==> src/rtl/maskexp_pkg.sv <==
package maskexp_pkg;

  parameter int unsigned MAX_VL = 512;

  localparam logic [7:0] OP_NARROW = 8'h28;
  localparam logic [7:0] OP_WIDE   = 8'h38;
  localparam logic [3:0] RSVD_OK   = 4'b1111;
  localparam logic [1:0] LEN_BAD   = 2'd3;

  typedef struct packed {
    logic       load;
    logic       fault;
    logic       write;
    logic [1:0] widthSel;
    logic [1:0] lenSel;
  } ctrlStrobe_t;

endpackage

==> src/rtl/maskexp_ctrl.sv <==
module maskexp_ctrl
  import maskexp_pkg::*;
(
  input  logic        clk,
  input  logic        rstN,
  input  logic        inValid,
  input  logic [7:0]  opcodeByte,
  input  logic        wideBit,
  input  logic [1:0]  lenCode,
  input  logic [3:0]  rsvdField,
  output ctrlStrobe_t strobe,
  output logic        outValid,
  output logic        outWrEn,
  output logic        outFault
);

  logic isNarrowOp;
  logic isWideOp;
  logic handled;
  logic badField;

  always_comb begin
    isNarrowOp      = (opcodeByte == OP_NARROW);
    isWideOp        = (opcodeByte == OP_WIDE);
    handled         = inValid && (isNarrowOp || isWideOp);
    badField        = (rsvdField != RSVD_OK) || (lenCode == LEN_BAD);
    strobe.load     = handled;
    strobe.fault    = handled && badField;
    strobe.write    = handled && !badField;
    strobe.widthSel = {isWideOp, wideBit};
    strobe.lenSel   = lenCode;
  end

  always_ff @(posedge clk) begin
    if (!rstN) begin
      outValid <= 1'b0;
      outWrEn  <= 1'b0;
      outFault <= 1'b0;
    end else begin
      outValid <= strobe.load;
      outWrEn  <= strobe.write;
      outFault <= strobe.fault;
    end
  end

  AST_FAULT_NO_WRITE: assert property (@(posedge clk) disable iff (!rstN)
    outFault |-> !outWrEn);
  AST_WRITE_NEEDS_VALID: assert property (@(posedge clk) disable iff (!rstN)
    outWrEn |-> outValid);
  AST_ONE_CYCLE_LATENCY: assert property (@(posedge clk) disable iff (!rstN)
    (inValid && (opcodeByte == OP_NARROW || opcodeByte == OP_WIDE)) |=> outValid);
  AST_FOREIGN_SILENT: assert property (@(posedge clk) disable iff (!rstN)
    (inValid && opcodeByte != OP_NARROW && opcodeByte != OP_WIDE) |=> (!outValid && !outFault));
  AST_RSVD_FAULT: assert property (@(posedge clk) disable iff (!rstN)
    (inValid && (opcodeByte == OP_NARROW || opcodeByte == OP_WIDE) && rsvdField != RSVD_OK)
    |=> (outFault && outValid));
  AST_LEN_FAULT: assert property (@(posedge clk) disable iff (!rstN)
    (inValid && (opcodeByte == OP_NARROW || opcodeByte == OP_WIDE) && lenCode == LEN_BAD)
    |=> outFault);

endmodule

==> src/rtl/maskexp_datapath.sv <==
module maskexp_datapath
  import maskexp_pkg::*;
#(
  parameter int unsigned VEC_W = MAX_VL
) (
  input  logic               clk,
  input  logic               rstN,
  input  ctrlStrobe_t        strobe,
  input  logic [VEC_W/8-1:0] maskIn,
  output logic [VEC_W-1:0]   resultOut
);

  localparam int unsigned MASK_W   = VEC_W / 8;
  localparam int unsigned N_WIDTHS = 4;
  localparam int unsigned N_LENS   = 3;
  localparam int unsigned MIN_VL   = VEC_W / 4;

  logic [VEC_W-1:0] widthCand [N_WIDTHS];
  logic [VEC_W-1:0] lenClip   [N_LENS];
  logic [VEC_W-1:0] expanded;
  logic [VEC_W-1:0] clipMask;
  logic             writeQ;
  logic [1:0]       lenQ;

  for (genvar w = 0; w < N_WIDTHS; w++) begin : g_width
    localparam int unsigned ELEM_W = 8 << w;
    localparam int unsigned N_ELEM = VEC_W / ELEM_W;
    for (genvar e = 0; e < N_ELEM; e++) begin : g_elem
      assign widthCand[w][e*ELEM_W +: ELEM_W] = {ELEM_W{maskIn[e]}};
    end
  end

  for (genvar l = 0; l < N_LENS; l++) begin : g_len
    localparam int unsigned ACT_VL = MIN_VL << l;
    assign lenClip[l] = {VEC_W{1'b1}} >> (VEC_W - ACT_VL);
  end

  always_comb begin
    expanded = widthCand[strobe.widthSel];
    clipMask = '0;
    if (strobe.lenSel != LEN_BAD) clipMask = lenClip[strobe.lenSel];
  end

  always_ff @(posedge clk) begin
    if (!rstN) begin
      resultOut <= '0;
      writeQ    <= 1'b0;
      lenQ      <= '0;
    end else begin
      writeQ <= strobe.write;
      lenQ   <= strobe.lenSel;
      if (strobe.write) resultOut <= expanded & clipMask;
    end
  end

  AST_RESULT_HOLD: assert property (@(posedge clk) disable iff (!rstN)
    !strobe.write |=> $stable(resultOut));
  AST_UPPER_CLEAR_SHORT: assert property (@(posedge clk) disable iff (!rstN)
    (writeQ && lenQ == 2'd0) |-> (resultOut[VEC_W-1:MIN_VL] == '0));
  AST_UPPER_CLEAR_MID: assert property (@(posedge clk) disable iff (!rstN)
    (writeQ && lenQ == 2'd1) |-> (resultOut[VEC_W-1:2*MIN_VL] == '0));

  initial begin
    AST_MASK_WIDTH: assert (MASK_W * 8 == VEC_W);
  end

endmodule

==> src/rtl/maskexp_unit.sv <==
module maskexp_unit
  import maskexp_pkg::*;
(
  input  logic         clk,
  input  logic         rstN,
  input  logic         inValid,
  input  logic [7:0]   opcodeByte,
  input  logic         wideBit,
  input  logic [1:0]   lenCode,
  input  logic [3:0]   rsvdField,
  input  logic [63:0]  maskIn,
  output logic         outValid,
  output logic         outWrEn,
  output logic         outFault,
  output logic [511:0] resultOut
);

  ctrlStrobe_t strobe;

  maskexp_ctrl u_ctrl (
    .clk        (clk),
    .rstN       (rstN),
    .inValid    (inValid),
    .opcodeByte (opcodeByte),
    .wideBit    (wideBit),
    .lenCode    (lenCode),
    .rsvdField  (rsvdField),
    .strobe     (strobe),
    .outValid   (outValid),
    .outWrEn    (outWrEn),
    .outFault   (outFault)
  );

  maskexp_datapath #(.VEC_W(512)) u_dp (
    .clk       (clk),
    .rstN      (rstN),
    .strobe    (strobe),
    .maskIn    (maskIn),
    .resultOut (resultOut)
  );

endmodule

==> config.mk <==
export PLATFORM = sky130hd
export DESIGN_NAME = maskexp_unit
export DESIGN_NICKNAME = d
export VERILOG_FILES = /design/src/rtl/maskexp_pkg.sv /design/src/rtl/maskexp_ctrl.sv /design/src/rtl/maskexp_datapath.sv /design/src/rtl/maskexp_unit.sv
export SDC_FILE = /design/constraint.sdc
export NUM_CORES = 1
export LEC_CHECK = 0
export BUFFER_PORTS_ARGS = -buffer_cell sky130_fd_sc_hd__buf_2
export CAP_MARGIN = 5
export CORE_AREA = 2 2 231 233
export CTS_BUF_LIST = sky130_fd_sc_hd__clkbuf_4 sky130_fd_sc_hd__clkbuf_8
export DETAILED_ROUTE_END_ITERATION = 12
export DIE_AREA = 0 0 233 235
export GPL_TIMING_DRIVEN = 0
export PLACE_DENSITY = 0.31
export SLEW_MARGIN = 20
export SYNTH_ARGS = -nofsm -noshare
export SYNTH_HDL_FRONTEND = slang
export SYNTH_SLANG_ARGS = --single-unit
==> constraint.sdc <==
create_clock -name clk -period 1.83 [get_ports clk]
set_input_delay 0.183 -clock clk [delete_from_list [all_inputs] [get_ports clk]]
set_output_delay 0.183 -clock clk [all_outputs]
set_load 0.01 [all_outputs]
# [After elaboration in Yosys (flattened, before gate mapping)]
# Index checks and enable logic that the tools add are counted.
[totals] in_bits=82 out_inout_bits=515 reg_bits=515
[classes] mux=7 n_lt_le_gt_ge=2 bitwise=3 n_reduce_logical=6 eq_ne=5
[ops] op="512-bit two-way mux" count=5
[ops] op="512-bit binary-select mux with 2-bit select" count=2
[ops] op="512-bit AND" count=1
[ops] op="8-bit by 6-bit == test with 1-bit output (second input constant)" count=2
[ops] op="3-bit greater-or-equal comparator (second input constant)" count=2
[ops] op="2-bit NOT with 3-bit output" count=2
[ops] op="4-bit != test (second input constant)" count=1
[ops] op="1-bit logical AND" count=3
[ops] op="2-bit == test (second input constant)" count=1
[ops] op="1-bit logical OR" count=2
[ops] op="2-bit != test (second input constant)" count=1
[ops] op="1-bit zero test" count=1

# [Depth between registers and ports, before layout]
[logic_depth] ltp_word=6 depth_mapped=7

# [Hierarchy]
# From an unflattened synthesis, not the netlist that was laid out.
[unflattened] hier_cells=874 hier_area_um2=7111.8
[by_module_without_submodules] module="maskexp_datapath" cells_each=854 n_inst=1 area_each_um2=6916.6
[by_module_without_submodules] module="maskexp_ctrl" cells_each=20 n_inst=1 area_each_um2=195.2

# [Least setup slack after synthesis]
# No wires, ideal clock.
[synth_path] path_kind="input -> register" from="in lenCode[0]" to="reg u_dp.resultOut[39]" stages=7 path_slack_ns=0.127 setup_ns=0.126 arrival_ns=1.576 required_ns=1.704 path_cell_list="ha_1 > nand3b_1 > nor2_1 > a21boi_0 > clkbuf_1 > buf_1 > o2bb2ai_1"
[synth_between] elab_chain_len=6
[synth_lines] element="start: declaration" line_no="maskexp_unit.sv:9" rtl="input logic [1:0] lenCode,"
[synth_lines] element="2-bit NOT with 3-bit output (implied by the code)" line_no="maskexp_datapath.sv:41" rtl="if (strobe.lenSel != LEN_BAD) clipMask = lenClip[strobe.lenSel];"
[synth_lines] element="512-bit binary-select mux with 2-bit select" line_no="maskexp_datapath.sv:41"
[synth_lines] element="512-bit two-way mux (implied by the code) (2 in series)" line_no="maskexp_datapath.sv:41"
[synth_lines] element="512-bit two-way mux" line_no="maskexp_datapath.sv:41"
[synth_lines] element="512-bit AND" line_no="maskexp_datapath.sv:52" rtl="if (strobe.write) resultOut <= expanded & clipMask;"
[synth_lines] element="end signal: assignment" line_no="maskexp_datapath.sv:52"
[synth_lines] element="end: declaration" line_no="maskexp_datapath.sv:10" rtl="output logic [VEC_W-1:0] resultOut"
# Several ways; a longest one is shown, not always the timed one. The select of a mux whose other input is x is not followed.
# A chain may end at the register's enable or synchronous reset.

# [Final worst setup path]
[layout_path] from="in opcodeByte[7]" to="reg u_dp.resultOut[455]"
[layout_between] elab_chain_len=6
[layout_lines] element="start: declaration" line_no="maskexp_unit.sv:7" rtl="input logic [7:0] opcodeByte,"
[layout_lines] element="8-bit by 6-bit == test with 1-bit output" line_no="maskexp_ctrl.sv:24" rtl="isWideOp = (opcodeByte == OP_WIDE);"
[layout_lines] element="2-bit NOT with 3-bit output (implied by the code)" line_no="maskexp_datapath.sv:39" rtl="expanded = widthCand[strobe.widthSel];"
[layout_lines] element="512-bit binary-select mux with 2-bit select" line_no="maskexp_datapath.sv:39"
[layout_lines] element="512-bit two-way mux (implied by the code) (2 in series)" line_no="maskexp_datapath.sv:39"
[layout_lines] element="512-bit AND" line_no="maskexp_datapath.sv:52"
# Several ways; a longest one is shown, not always the timed one. The select of a mux whose other input is x is not followed.

==> results_dict.tcl <==
set metrics [dict create \
    result_of_the_run "complete, no violations" \
    worst_path_dominant_cell_family "simple AND/OR/NAND/NOR gates" \
    multiInputGateArea_um2 1770 \
    critical_path_buf_inv_count 3 \
    power.static_leakage_nw 6.88 \
    fin_ws_ps 150 \
    number_of_routed_nets_with_antenna_violations 0 \
    ranking_of_synthesized_cells_by_instance_count "448 x sky130_fd_sc_hd__buf_4, 67 x sky130_fd_sc_hd__dfxtp_1, 63 x sky130_fd_sc_hd__o2bb2ai_1" \
    max_slew_margin_pct 34.4 \
    most_instantiated_library_cell_after_synthesis "sky130_fd_sc_hd__buf_4" \
    timing.final.setup_violations 0 \
    fmax_mhz 595 \
    grt_first_pass_wirelength_um 46000 \
    drt-initial-drc-count 202 \
    chipHeight_um 235 \
    fin_tns_setup_ps 0 \
    fp.dieW_um 233 \
    min_period_over_period_pct 91.8 \
    synth_top_cell_by_area "sky130_fd_sc_hd__buf_4" \
    antenna_found_initial 9 \
    slew_viol_final 0 \
    p_int_mw 2.25 \
    worstMarginPinSlew_ps 984 \
    p_sw_uw 971 \
    async_flop_share_pct 0 \
    dpl_worst_slack_ps -822 \
    drv.max_cap_violation_count 0 \
    synth_top_area_share_pct 51.1 \
    core_area_um2 52200 \
    clockRootBuffer "sky130_fd_sc_hd__clkbuf_8" \
    effective_utilization_at_floorplan_pct 12.6 \
    final_hold_fails 0 \
    total_gr_overflow 0 \
    io_pins 597 \
    synth_cells 794 \
    required_ps 2080 \
    fin_crit_ps 1680 \
    synth_area_um2 6590 \
    routed_wl_um 34500 \
    synth.top_cells.by_area "sky130_fd_sc_hd__buf_4 51%, sky130_fd_sc_hd__dfxtp_1 20%, sky130_fd_sc_hd__o2bb2ai_1 8.4%" \
    power.share.combinational_pct 13.8 \
    drc 0 \
    timing_worst_setup_path_type "input port to flop" \
    maximum_number_of_pins_on_one_net_before_global_route_repair 13 \
    critical_path_source_type "input port" \
    synth.net_count 878 \
    number_of_sinks_handled_by_clock_tree_synthesis 67 \
    clkLatencyLatePin_ps 360 \
    layout.cell_area.non_filler_um2 10700 \
    globalRouteTotalUtil_pct 11.8 \
    power.share.clock_pct 41.0 \
    synth-edff-count 0 \
    number_of_clock_buffers_inserted_by_tritoncts 9 \
    postPlaceCellArea_um2 10400 \
    route.vias.total 6792 \
    skew_ps 0 \
    area_growth_pct 62.8 \
    wire_per_inst_um 16.5 \
    first_global_vias 6080 \
    post_route_cells_drive_above_1_share_pct 77.8 \
    vdd_ir_drop_max_v 0.000366 \
    post-dp-hpwl_um 28600 \
    cts.reportedPaths.clkPinSlew_ps 90 \
    syn-mean-instance-area_um2 8.30 \
    gp_congestion 0.693 \
    postCtsHoldBufs 0 \
    synth.ff_latch_count 67 \
    fillerInstances 5925 \
    timing.hold.worst.class "input port to flop" \
    power.share.sequential_pct 45.2 \
    vias_per_cell 3.23 \
    worst_setup_path_end_kind "flop" \
    detail_route.first_pass.iterations 4 \
    grt_setup_unrepaired "false" \
    crit_chain "buf_2 > or4bb_1 > nor2_2 > a21boi_0 > clkbuf_2 > buf_2 > o2bb2ai_1" \
    cts_tree "built" \
    ys.flop_type "sky130_fd_sc_hd__dfxtp_1" \
    critical_path.slowest_cell "sky130_fd_sc_hd__or4bb_1" \
    fin_nets 1486 \
    timing.critical_path.fanout_max 10 \
    crit_path_frequent_cell "sky130_fd_sc_hd__buf_2" \
    synth.yosys.warnings 0 \
    cpPeakStageDelay_ps 610 \
    synth_sequential_area_ratio_pct 20.4 \
    sequential_cell_area_um2 1340 \
    fp-row-count 84 \
    worst-endpoint-arrival_ps 1930 \
    design.die.area_um2 54800 \
    placement.io_buffers 595 \
    p_sw_share_pct 30.2 \
    clock_tree.htree_level_count 3 \
    cts_buffer_depth 2 \
    cellPowerDensity_nw_per_um2 300 \
    synth_cell_types 32 \
]
==> registers in the layout (all words and copies together), names as in the netlist <==
| register | cells |
|---|---|
| u_dp.resultOut | 64 |
| u_ctrl.outFault | 1 |
| u_ctrl.outValid | 1 |
| u_ctrl.outWrEn | 1 |
==> layer usage <==
layer  routed length (um)  vias to the layer above  track usage, %  share of wire (%)
li1                     -                     3435               -                  -
met3                 2010                       18            2.10                5.8
met2                17400                      340            21.8                 50
met5                   28                        -               0              0.081
met4                  297                        4            2.26               0.86
met1                14800                     2995            14.2                 43
==> worst register-to-register path, stage by stage (launching register included) <==
cell	delay, ps
sky130_fd_sc_hd__dfxtp_1	480
sky130_fd_sc_hd__a21boi_0	210
sky130_fd_sc_hd__o21a_1	140
==> final cells by class <==
type,instances,share of cell area [%]
timing repair buffer,597,28.0
antenna,5,0.117
buffer,476,32.7
multi-input combinational,240,16.5
clock inverter,7,0.642
sequential,67,12.5
tap,688,8.03
inverter,11,0.385
clock buffer,9,1.15
==> timing repair <==
action	in CTS	in global routing
setup endpoints to repair	63	63
pin swaps	1	1
resized for setup	19	9
buffers inserted	1	1
cloned	0	0
==> placed cells by master (no fill, tap or decap), types with 2 or more instances in the layout <==
cell                         instances
sky130_fd_sc_hd__and2_1              2
sky130_fd_sc_hd__nor2b_1            50
sky130_fd_sc_hd__buf_2             598
sky130_fd_sc_hd__buf_4             449
sky130_fd_sc_hd__a211oi_1           49
sky130_fd_sc_hd__nand2b_1            3
sky130_fd_sc_hd__and3_1              5
sky130_fd_sc_hd__o2bb2ai_1          63
sky130_fd_sc_hd__inv_1              11
sky130_fd_sc_hd__clkinvlp_4          2
sky130_fd_sc_hd__clkbuf_4            3
sky130_fd_sc_hd__nand3b_1            2
sky130_fd_sc_hd__diode_2             5
sky130_fd_sc_hd__clkinv_2            3
sky130_fd_sc_hd__o21ai_0            10
sky130_fd_sc_hd__nor2_1             11
sky130_fd_sc_hd__nand3_1             3
sky130_fd_sc_hd__o21ai_2             8
sky130_fd_sc_hd__clkbuf_1           12
sky130_fd_sc_hd__a21boi_0            2
sky130_fd_sc_hd__o211ai_1            4
sky130_fd_sc_hd__nand2_1            12
sky130_fd_sc_hd__clkbuf_8           10
sky130_fd_sc_hd__clkbuf_2            9
sky130_fd_sc_hd__dfxtp_1            67
sky130_fd_sc_hd__ha_1                2
==> final timing paths <==
kind | start | to | slack (ps) | cells past startpoint
min reg2reg | u_dp.resultOut[15] | u_dp.resultOut[15] | 590 | 1
min | rstN | u_dp.resultOut[7] | 100 | 2
max | opcodeByte[7] | u_dp.resultOut[455] | 150 | 7
max reg2reg | u_dp.resultOut[7] | u_dp.resultOut[7] | 940 | 2
==> power by group through the flow <==
stage               sequential (mW)  combinational (mW)  clock, mW
detailed placement             1.49               0.441          0
floorplan                      1.49               0.200          0
CTS                            1.46               0.450       1.39
global route                   1.46               0.488       1.45
finish                         1.46               0.443       1.32
global placement               1.49               0.441          0
==> metrics by stage <==
stage | power (mW) | hold slack (ps) | util [%] | std cells
after global placement | 1.93 | 476 | 20.0 | 2077
final | 3.22 | 101 | 20.5 | 2100
after global routing | 3.40 | 90.6 | 20.5 | 2097
after detailed placement | 1.93 | 482 | 20.0 | 2077
after floorplan | 1.69 | 300 | - | 794
after CTS | 3.30 | 66.7 | 20.4 | 2094
==> kinds of logic after synthesis <==
logic type | count (synthesis) | share of synthesized area (%)
simple gates | 100 | 9.15
flops | 67 | 20.4
compound gates | 137 | 16.6
fa+ha+maj | 2 | 0.380
mux | 1 | 0.171
buf+inv | 487 | 53.4
Power figures use the tool's default switching activity.
